$ cat config.mk
export PLATFORM = sky130hd
export DESIGN_NAME = trap_vec_sel
export DESIGN_NICKNAME = d
export VERILOG_FILES = /design/src/rtl/trap_vec_pkg.sv /design/src/rtl/trap_priv_decode.sv /design/src/rtl/trap_path_select.sv /design/src/rtl/trap_addr_gen.sv /design/src/rtl/trap_vec_sel.sv
export SDC_FILE = /design/constraint.sdc
export NUM_CORES = 1
export LEC_CHECK = 0
export BUFFER_PORTS_ARGS = -buffer_cell sky130_fd_sc_hd__buf_2
export CORE_AREA = 4 4 144 146
export DETAILED_ROUTE_END_ITERATION = 10
export DIE_AREA = 0 0 148 150
export PLACE_DENSITY = 0.62
export SETUP_SLACK_MARGIN = 0.5
export SYNTH_ARGS = -nofsm -noshare
export SYNTH_HDL_FRONTEND = slang
export SYNTH_SLANG_ARGS = --single-unit
$ cat constraint.sdc
create_clock -name clk_i -period 2.5 [get_ports clk_i]
set_clock_uncertainty 0.1 [all_clocks]
set_input_delay 0.5 -clock clk_i [delete_from_list [all_inputs] [get_ports clk_i]]
set_output_delay 0.5 -clock clk_i [all_outputs]
set_load 0.005 [all_outputs]
$ cat src/rtl/trap_vec_pkg.sv
package trap_vec_pkg;
  localparam int NPATH = 5;

  typedef enum logic [1:0] {
    LVL_USER = 2'd0,
    LVL_PRIV = 2'd1,
    LVL_HYP  = 2'd2
  } lvl_e;

  // one-hot path bit positions
  localparam int P_RED = 0;
  localparam int P_ERR = 1;
  localparam int P_GWD = 2;
  localparam int P_HYP = 3;
  localparam int P_PRV = 4;

  localparam logic [63:0] RED_BASE = 64'h0000_00FF_F000_0000;
  localparam int          RED_TT   = 5;
  localparam int          GWD_TT   = 2;
  localparam int          HYP_THR  = 384;
  localparam int          INST_B   = 4;
endpackage

$ cat src/rtl/trap_priv_decode.sv
module trap_priv_decode
  import trap_vec_pkg::*;
#(
  parameter int PS_W  = 13,
  parameter int HPS_W = 11
) (
  input  logic [PS_W-1:0]  pstate_i,
  input  logic [HPS_W-1:0] hpstate_i,
  output lvl_e             lvl_o
);
  always_comb begin
    if (hpstate_i[2])     lvl_o = LVL_HYP;
    else if (pstate_i[2]) lvl_o = LVL_PRIV;
    else                  lvl_o = LVL_USER;
  end
endmodule

$ cat src/rtl/trap_path_select.sv
module trap_path_select
  import trap_vec_pkg::*;
#(
  parameter int MAX_TL  = 6,
  parameter int MAX_PTL = 2,
  parameter int TL_W    = 3,
  parameter int TT_W    = 9,
  parameter int HPS_W   = 11
) (
  input  logic [TL_W-1:0]  tl_i,
  input  logic [HPS_W-1:0] hpstate_i,
  input  logic [TT_W-1:0]  tt_i,
  input  logic [1:0]       tgt_lvl_i,
  output logic [NPATH-1:0] path_o,
  output logic [TT_W-1:0]  vec_tt_o
);
  localparam logic [TL_W-1:0] TL_RED = TL_W'(MAX_TL - 1);
  localparam logic [TL_W-1:0] TL_ERR = TL_W'(MAX_TL);
  localparam logic [TL_W-1:0] TL_PMX = TL_W'(MAX_PTL);

  logic tgt_priv, tgt_hyp, tt_high;
  assign tgt_priv = (tgt_lvl_i == 2'd1);
  assign tgt_hyp  = tgt_lvl_i[1];
  assign tt_high  = (32'(tt_i) >= HYP_THR);

  always_comb begin
    path_o   = '0;
    vec_tt_o = tt_i;
    if (hpstate_i[5] || tl_i == TL_RED) begin
      path_o[P_RED] = 1'b1;
      vec_tt_o      = TT_W'(RED_TT);
    end else if (tl_i == TL_ERR) begin
      path_o[P_ERR] = 1'b1;
    end else if (tl_i > TL_PMX && tgt_priv) begin
      path_o[P_GWD] = 1'b1;
      vec_tt_o      = TT_W'(GWD_TT);
    end else if (tgt_hyp || (tgt_priv && tt_high)) begin
      path_o[P_HYP] = 1'b1;
    end else begin
      path_o[P_PRV] = 1'b1;
    end
  end
endmodule

$ cat src/rtl/trap_addr_gen.sv
module trap_addr_gen
  import trap_vec_pkg::*;
#(
  parameter int TL_W = 3,
  parameter int TT_W = 9,
  parameter int AW   = 64
) (
  input  logic [NPATH-1:0] path_i,
  input  logic [TT_W-1:0]  vec_tt_i,
  input  logic [TL_W-1:0]  tl_i,
  input  logic [AW-1:0]    tba_i,
  input  logic [AW-1:0]    htba_i,
  output logic [AW-1:0]    pc_o,
  output logic [AW-1:0]    npc_o,
  output logic [AW-1:0]    nnpc_o
);
  localparam int          HV_LO  = 14;
  localparam int          PV_LO  = 15;
  localparam logic [AW-1:0] M14  = AW'({HV_LO{1'b1}});
  localparam logic [AW-1:0] M15  = AW'({PV_LO{1'b1}});
  localparam logic [AW-1:0] RED_PC = AW'(RED_BASE) | (AW'(RED_TT << 5) & AW'(8'hFF));
  localparam logic [AW-1:0] STEP = AW'(INST_B);

  logic [AW-1:0] tt_off, hyp_pc, prv_pc;
  logic          deep;

  assign tt_off = AW'({vec_tt_i, 5'b0}) & M14;
  // new level = tl_i + 1 > 1
  assign deep   = (tl_i != '0);
  assign hyp_pc = (htba_i & ~M14) | tt_off;
  assign prv_pc = (tba_i & ~M15) | (deep ? (AW'(1) << HV_LO) : '0) | tt_off;

  always_comb begin
    pc_o = '0;
    unique case (1'b1)
      path_i[P_RED]:                  pc_o = RED_PC;
      path_i[P_GWD], path_i[P_HYP]:   pc_o = hyp_pc;
      path_i[P_PRV]:                  pc_o = prv_pc;
      default:                        pc_o = '0;
    endcase
  end

  assign npc_o  = path_i[P_ERR] ? '0 : pc_o + STEP;
  assign nnpc_o = path_i[P_ERR] ? '0 : pc_o + (STEP << 1);
endmodule

$ cat src/rtl/trap_vec_sel.sv
module trap_vec_sel
  import trap_vec_pkg::*;
#(
  parameter int MAX_TL  = 6,
  parameter int MAX_PTL = 2,
  parameter int TL_W    = 3,
  parameter int TT_W    = 9,
  parameter int AW      = 64,
  parameter int PS_W    = 13,
  parameter int HPS_W   = 11
) (
  input  logic             clk_i,
  input  logic             rst_ni,
  input  logic             req_valid_i,
  input  logic [TL_W-1:0]  tl_i,
  input  logic [PS_W-1:0]  pstate_i,
  input  logic [HPS_W-1:0] hpstate_i,
  input  logic [TT_W-1:0]  tt_i,
  input  logic [1:0]       tgt_lvl_i,
  input  logic [AW-1:0]    tba_i,
  input  logic [AW-1:0]    htba_i,
  output logic             vld_o,
  output logic [4:0]       path_o,
  output logic [1:0]       cur_lvl_o,
  output logic [TT_W-1:0]  tt_o,
  output logic [AW-1:0]    pc_o,
  output logic [AW-1:0]    npc_o,
  output logic [AW-1:0]    nnpc_o
);
  lvl_e             lvl_d;
  logic [NPATH-1:0] path_d;
  logic [TT_W-1:0]  vec_tt;
  logic [AW-1:0]    pc_d, npc_d, nnpc_d;

  trap_priv_decode #(.PS_W(PS_W), .HPS_W(HPS_W)) u_dec (
    .pstate_i (pstate_i),
    .hpstate_i(hpstate_i),
    .lvl_o    (lvl_d)
  );

  trap_path_select #(
    .MAX_TL(MAX_TL), .MAX_PTL(MAX_PTL), .TL_W(TL_W), .TT_W(TT_W), .HPS_W(HPS_W)
  ) u_sel (
    .tl_i     (tl_i),
    .hpstate_i(hpstate_i),
    .tt_i     (tt_i),
    .tgt_lvl_i(tgt_lvl_i),
    .path_o   (path_d),
    .vec_tt_o (vec_tt)
  );

  trap_addr_gen #(.TL_W(TL_W), .TT_W(TT_W), .AW(AW)) u_addr (
    .path_i  (path_d),
    .vec_tt_i(vec_tt),
    .tl_i    (tl_i),
    .tba_i   (tba_i),
    .htba_i  (htba_i),
    .pc_o    (pc_d),
    .npc_o   (npc_d),
    .nnpc_o  (nnpc_d)
  );

  always_ff @(posedge clk_i or negedge rst_ni) begin
    if (!rst_ni) begin
      vld_o     <= 1'b0;
      path_o    <= '0;
      cur_lvl_o <= '0;
      tt_o      <= '0;
      pc_o      <= '0;
      npc_o     <= '0;
      nnpc_o    <= '0;
    end else begin
      vld_o <= req_valid_i;
      if (req_valid_i) begin
        path_o    <= path_d;
        cur_lvl_o <= lvl_d;
        tt_o      <= tt_i;
        pc_o      <= pc_d;
        npc_o     <= npc_d;
        nnpc_o    <= nnpc_d;
      end
    end
  end

  AST_PATH_ONEHOT: assert property (@(posedge clk_i) disable iff (!rst_ni)
    vld_o |-> $countones(path_o) == 1);
  AST_VLD_LATENCY: assert property (@(posedge clk_i) disable iff (!rst_ni)
    req_valid_i |=> vld_o);
  AST_HOLD_IDLE: assert property (@(posedge clk_i) disable iff (!rst_ni)
    !req_valid_i |=> $stable(pc_o) && $stable(path_o));
  AST_TT_ECHO: assert property (@(posedge clk_i) disable iff (!rst_ni)
    req_valid_i |=> tt_o == $past(tt_i));
  AST_NPC_STEP: assert property (@(posedge clk_i) disable iff (!rst_ni)
    (vld_o && !path_o[P_ERR]) |-> (npc_o == pc_o + AW'(4) && nnpc_o == pc_o + AW'(8)));
  AST_ERR_NOADDR: assert property (@(posedge clk_i) disable iff (!rst_ni)
    (vld_o && path_o[P_ERR]) |-> (pc_o == '0 && npc_o == '0 && nnpc_o == '0));
  AST_RED_FIRST: assert property (@(posedge clk_i) disable iff (!rst_ni)
    (req_valid_i && hpstate_i[5]) |=> path_o[P_RED]);
endmodule

==> results of run 1 <==
==> synthesized netlist by cell type <==
cell type	instances	area (um^2)
sky130_fd_sc_hd__xor2_1	1	8.76
sky130_fd_sc_hd__nand3_1	43	215
sky130_fd_sc_hd__buf_1	2	7.51
sky130_fd_sc_hd__nand2b_1	1	6.26
sky130_fd_sc_hd__and2_1	1	6.26
sky130_fd_sc_hd__a21boi_2	1	11.3
sky130_fd_sc_hd__nand2_1	25	93.8
sky130_fd_sc_hd__o31ai_1	1	7.51
sky130_fd_sc_hd__nand3b_1	1	7.51
sky130_fd_sc_hd__and2_4	1	8.76
sky130_fd_sc_hd__clkbuf_1	22	82.6
sky130_fd_sc_hd__a2bb2oi_1	1	8.76
sky130_fd_sc_hd__dfrtp_1	136	3400
sky130_fd_sc_hd__inv_1	19	71.3
sky130_fd_sc_hd__a31oi_1	13	81.3
sky130_fd_sc_hd__a21o_1	6	45.0
sky130_fd_sc_hd__o21ai_0	19	95.1
sky130_fd_sc_hd__and3_1	37	231
sky130_fd_sc_hd__a31o_1	1	8.76
sky130_fd_sc_hd__buf_4	73	548
sky130_fd_sc_hd__a22o_1	1	8.76
sky130_fd_sc_hd__and3b_1	1	8.76
sky130_fd_sc_hd__a21oi_1	1	5.00
sky130_fd_sc_hd__conb_1	1	3.75
sky130_fd_sc_hd__or4_1	1	7.51
sky130_fd_sc_hd__buf_6	6	67.6
sky130_fd_sc_hd__nor2b_1	2	12.5
sky130_fd_sc_hd__o21a_1	6	45.0
sky130_fd_sc_hd__a211o_1	1	8.76
sky130_fd_sc_hd__nor2_1	3	11.3
sky130_fd_sc_hd__buf_2	9	45.0
sky130_fd_sc_hd__a311oi_2	1	15.0
sky130_fd_sc_hd__a221o_1	74	741
sky130_fd_sc_hd__o211ai_1	1	7.51
sky130_fd_sc_hd__mux2_2	10	113
==> power groups by stage <==
stage / Combinational (mW) / Clock [mW] / Sequential [mW]
after floorplan: 0.510 / 0 / 2.62
after global placement: 0.974 / 0 / 2.61
after detailed placement: 0.985 / 0 / 2.61
after CTS: 0.985 / 2.80 / 2.58
after global routing: 1.06 / 2.91 / 2.61
final: 0.963 / 2.71 / 2.58
==> registers in the layout, summed over array words and instances, names as in the netlist <==
name and flops:
cur_lvl_o 2, npc_o 60, tt_o 9, pc_o 59, vld_o 1, path_o 5
==> worst max-delay path, delay by kind of cell <==
family	cells	cell delay, ps
xor+xnor	1	390
compound gates	2	380
simple gates	1	250
buf+inv	2	410
==> through the flow <==
step / total power [mW] / hold slack [ps] / utilization / instance area [um^2]
5_1_grt: 6.58 / 205 / 0.417 / 8090
4_1_cts: 6.36 / 209 / 0.417 / 8090
3_5_place_dp: 3.60 / 363 / 0.384 / 7440
6_report: 6.25 / 236 / 0.417 / 8090
3_3_place_gp: 3.59 / 358 / 0.384 / 7440
2_1_floorplan: 3.13 / 104 / - / 6090
==> worst min-delay path by stage <==
stage | start | endpoint | slack (ps) | cells past startpoint
CTS | tba_i[25] | pc_o[25] | 210 | 2
detailed placement | path_o[4] | path_o[4] | 360 | 1
floorplan | rst_ni | cur_lvl_o[0] | 100 | 0
finish | tba_i[56] | pc_o[56] | 240 | 2
global placement | path_o[4] | path_o[4] | 360 | 1
global route | tba_i[44] | npc_o[44] | 200 | 2
==> cell families after synthesis <==
kind of cell           Yosys count  synth area share
multiplexers                    10            0.0186
AND/OR/NAND/NOR                116             0.101
other                            1          0.000620
buffers and inverters          131             0.136
XOR/XNOR                         1           0.00145
flip-flops                     136             0.563
AO/OA/AOI/OAI                  127             0.180
==> cell type report <==
type / instances / area [um^2] / area share
Multi-Input combinational cell: 267 / 1890 / 0.233
Inverter: 19 / 72.6 / 0.00897
Antenna cell: 2 / 5.00 / 0.000618
Sequential cell: 136 / 3400 / 0.420
Tap cell: 265 / 332 / 0.0410
Timing Repair Buffer: 329 / 1760 / 0.217
Clock inverter: 11 / 170 / 0.0210
Clock buffer: 20 / 467 / 0.0577
==> routing by layer <==
metal  global-route usage  share of wire
met5                    0         0.0010
met4               0.0513          0.015
met3               0.0600          0.093
met2                0.264           0.47
met1                0.206           0.42
==> results_dict.tcl, run 1 <==
set metrics [dict create \
    run_status "complete, no violations" \
    internal-power_mw 4.66 \
    pre_cts_ws_ps 330 \
    peak_supply_drop_mv 0.450 \
    post_cts_resize_count 0 \
    gpl.final_weighted_congestion 0.769 \
    switching_share 0.255 \
    startpoint_type "primary input" \
    route.detailed.drc 0 \
    cp_data_required_time_ps 2690 \
    via_density_per_instance 4.89 \
    syn-mean-instance-area_um2 11.6 \
    yosysSeqAreaShare 0.563 \
    post-route-worst-setup-slack_ps 743 \
    drive_above_1_share 0.478 \
    tritoncts_num_sinks 136 \
    layout_common_cells "sky130_fd_sc_hd__buf_2, sky130_fd_sc_hd__dfrtp_1, sky130_fd_sc_hd__a221o_1" \
    final_antenna_net_count 0 \
    grt_antenna_before_repair 4 \
    max_slew.worst_pin.slew_ps 538 \
    finalNetCount 939 \
    clock_power_share 0.434 \
    power.share.sequential 0.412 \
    route.vias.total 5130 \
    netlist_area_um2 6050 \
    tritoncts "yes" \
    synth.yosys.warnings 0 \
    filler_cell_count 1911 \
    max-slew-margin-rel 0.641 \
    crit_path_max_fanout 30 \
    max-clock-path-buffers 2 \
    drt_iter0_markers 166 \
    synth_cell_types 35 \
    routed_wl_um 18900 \
    floorplan.die_area_um2 22200 \
    h-tree-depth 4 \
    hpwlAfterDp_um 13800 \
    p_leak_nw 4.42 \
    avgRoutedWirePerCell_um 18.0 \
    grt_setup_unrepaired "false" \
    reg2reg_setup_slack_ps 1490 \
    critical_path.reg2reg.endpoint "npc_o[22]" \
    timing.final.hold_violations 0 \
    timing.final.crit_share 0.703 \
    clock_insertion_delay_at_the_later_pin_of_the_skew_report_ps 400 \
    cts_made_buffers 17 \
    max_freq_mhz 569 \
    library_cell_contributing_the_largest_single_delay_on_the_critical_path "sky130_fd_sc_hd__xor2_1" \
    critical_path.cell_chain "buf_2, xor2_1, a21boi_4, buf_4, and3_1, a221o_1" \
    timing.max_cap.violations 0 \
    cellPowerDensity_nw_per_um2 772 \
    globalRouteTotalUtil 0.164 \
    clkTransAtPathRegs_ps 60 \
    crit_type "in2reg" \
    hold_path.class "in2reg" \
    critPathLaunch "tl_i[1]" \
    cts_post_setup_buffers_inserted 0 \
    initial_core_util 0.312 \
    final_period_minus_worst_setup_slack_ps 1760 \
    postSynthCellCount 522 \
    synth_seq_cells 136 \
    count_of_final_max_slew_check_failures 0 \
    ioPinCount 378 \
    dieHeight_um 150 \
    area_delta_synth_final_pct 33.8 \
    core-area_um2 19400 \
    setup_violations 0 \
    rows 51 \
    setup.worst_path.end_class "register" \
    net-switching-power_mw 1.59 \
    numPortBuffers 314 \
    rr_startpoint "npc_o[22]" \
    ctsHoldBuffers 1 \
    critical_path_arrival_ps 1940 \
    final_common_cell "sky130_fd_sc_hd__buf_2" \
    fin_cells 1049 \
    grt_max_degree 103 \
    cpPeakStageDelay_ps 390 \
    via_count_of_the_first_global_routing_pass 4948 \
    setup-tns-final_ps 0 \
    cp-endpoint "npc_o[40]" \
    placed_cells 1015 \
    horizontal_extent_of_the_die_um 148 \
    first_pass_iters 7 \
    global_route.overflow_total 0 \
    ff2ff_path_depth 1 \
    wire_length_of_the_first_global_routing_pass_um 28000 \
    clockRootBuffer "sky130_fd_sc_hd__clkbuf_16" \
    p_comb_frac 0.154 \
]
Note: power is estimated with default switching activity, not from simulation.
==> run 2: changes to the inputs <==
--- a/config.mk
+++ b/config.mk
@@ -6,10 +6,10 @@
 export NUM_CORES = 1
 export LEC_CHECK = 0
 export BUFFER_PORTS_ARGS = -buffer_cell sky130_fd_sc_hd__buf_2
-export CORE_AREA = 4 4 144 146
+export CORE_AREA = 4 4 143 145
 export DETAILED_ROUTE_END_ITERATION = 10
-export DIE_AREA = 0 0 148 150
-export PLACE_DENSITY = 0.62
+export DIE_AREA = 0 0 147 149
+export PLACE_DENSITY = 0.63
 export SETUP_SLACK_MARGIN = 0.5
 export SYNTH_ARGS = -nofsm -noshare
 export SYNTH_HDL_FRONTEND = slang
==> constraint.sdc (replaced) <==
create_clock -name clk_i -period 1.7 [get_ports clk_i]
set_clock_uncertainty 0.1 [all_clocks]
set_input_delay 0.34 -clock clk_i [delete_from_list [all_inputs] [get_ports clk_i]]
set_output_delay 0.34 -clock clk_i [all_outputs]
set_load 0.005 [all_outputs]
==> run 2 against run 1 <==
  * Final area rose by 30%
  * Critical path depth rose by 1
  * Sequential cell count did not move
  * Largest power group unchanged
==> results_dict.tcl, run 2 (synthesis gave the netlist of run 1 again) <==
set metrics [dict create \
    run_status "complete, no violations" \
    rows 51 \
    pre_cts_ws_ps -158 \
    timing.final.hold_violations 0 \
    setup-tns-final_ps 0 \
    final_common_cell "sky130_fd_sc_hd__buf_2" \
    floorplan.die_area_um2 21900 \
    via_density_per_instance 4.79 \
    largest_register_ffs 60 \
    insertedDiodeCount 0 \
    drive_above_1_share 0.670 \
    cts_made_buffers 17 \
    avgRoutedWirePerCell_um 18.3 \
    grt_max_degree 103 \
    top_register "npc_o" \
    timing.final.crit_share 0.858 \
    final_antenna_net_count 0 \
    cellPowerDensity_nw_per_um2 958 \
    hpwlAfterDp_um 13700 \
    horizontal_extent_of_the_die_um 147 \
    area_delta_synth_final_pct 73.9 \
    clkTransAtPathRegs_ps 60 \
    layout_common_cells "sky130_fd_sc_hd__buf_2, sky130_fd_sc_hd__dfrtp_1, sky130_fd_sc_hd__buf_4" \
    setup_violations 0 \
    final_period_minus_worst_setup_slack_ps 1460 \
    global_route.overflow_total 0 \
    largestRegisters "npc_o: 60 flops, pc_o: 59 flops, tt_o: 9 flops" \
    grt_antenna_before_repair 0 \
    initial_core_util 0.315 \
    count_of_final_max_slew_check_failures 0 \
    clockRootBuffer "sky130_fd_sc_hd__clkbuf_16" \
    reg2reg_setup_slack_ps 490 \
    route.vias.total 5765 \
    finalNetCount 1094 \
    core-area_um2 19200 \
    critical_path_arrival_ps 1650 \
    post-route-worst-setup-slack_ps 242 \
    h-tree-depth 4 \
    critical_path.cell_chain "buf_8, buf_6, a21o_1, a21o_4, clkbuf_16, and3_4, a221o_1" \
    dieHeight_um 149 \
    globalRouteTotalUtil 0.181 \
    tritoncts_num_sinks 136 \
    post-layout-total-power_mw 10.1 \
    library_cell_contributing_the_largest_single_delay_on_the_critical_path "sky130_fd_sc_hd__a21o_4" \
    max_freq_mhz 686 \
    first_pass_iters 4 \
    multi_input_logic_area_um2 2610 \
    routed_wl_um 22000 \
    hold_path.class "in2reg" \
    drt_iter0_markers 236 \
    startpoint_type "primary input" \
    grt_setup_unrepaired "true" \
    ioPinCount 378 \
    max-slew-margin-rel 0.636 \
    timing.max_cap.violations 0 \
    crit_path_max_fanout 7 \
    max_slew.worst_pin.slew_ps 546 \
    setup.worst_path.end_class "register" \
    clock_insertion_delay_at_the_later_pin_of_the_skew_report_ps 420 \
    reg_area_um2 3400 \
    crit_type "in2reg" \
    cp_data_required_time_ps 1890 \
    tritoncts "yes" \
    cpPeakStageDelay_ps 300 \
    max-clock-path-buffers 2 \
    gpl.final_weighted_congestion 0.751 \
    peak_supply_drop_mv 0.629 \
    filler_cell_count 1601 \
    wire_length_of_the_first_global_routing_pass_um 30700 \
    numPortBuffers 314 \
    p_leak_nw 5.45 \
    via_count_of_the_first_global_routing_pass 5539 \
    route.detailed.drc 0 \
]
[run 2: metal layers]
metal,share of wire,GRT usage
met5,0,0
met4,0.015,0.0596
met3,0.068,0.0465
met2,0.52,0.321
met1,0.40,0.215
[run 2: final cells by class]
cell class                      count  share of cell area
Clock buffer                       18              0.0408
Clock inverter                     14              0.0186
Inverter                           19             0.00702
Multi-Input combinational cell    268               0.249
Sequential cell                   136               0.324
Tap cell                          265              0.0315
Timing Repair Buffer              483               0.330
[run 2: power breakdown]
group	internal, mW	switching, mW	leakage, nW
Combinational	1.34	1.00	3.43
Sequential	3.57	0.217	1.73
Clock	2.47	1.47	0.294
Total	7.38	2.69	5.45
[run 2: metrics by stage]
stage                     hold slack (ps)  std cells  area (um^2)   util
after CTS                            52.2       1152         9620  0.501
after global routing                 61.4       1203        10500  0.548
final                                61.8       1203        10500  0.548
after floorplan                     -55.6        534         6330      -
after global placement                154       1040         7870  0.410
after detailed placement              153       1040         7870  0.410
[run 2: critical path, delay by kind of cell]
| kind | cells | cell delay (ps) |
|---|---|---|
| compound gates | 3 | 720 |
| buf+inv | 3 | 410 |
| simple gates | 1 | 170 |
[run 2: repair_timing]
action / CTS / global route
setup endpoints to repair: 315 / 318
pin swaps: 39 / 44
setup buffers: 67 / 46
gates cloned: 12 / 5
gates resized for setup: 85 / 94
hold endpoints to repair: 27 / 0
hold buffers: 1 / 0
[run 2: path summary, 6_finish.rpt]
kind,startpoint,endpoint,cells past startpoint
worst max-delay path,tl_i[0],npc_o[59],7
min in group asynchronous,rst_ni,npc_o[57],2
worst min register to register,path_o[4],path_o[4],1
worst min-delay path,tba_i[50],npc_o[50],2
max in group asynchronous,rst_ni,tt_o[4],3
worst max register to register,pc_o[42],pc_o[42],3
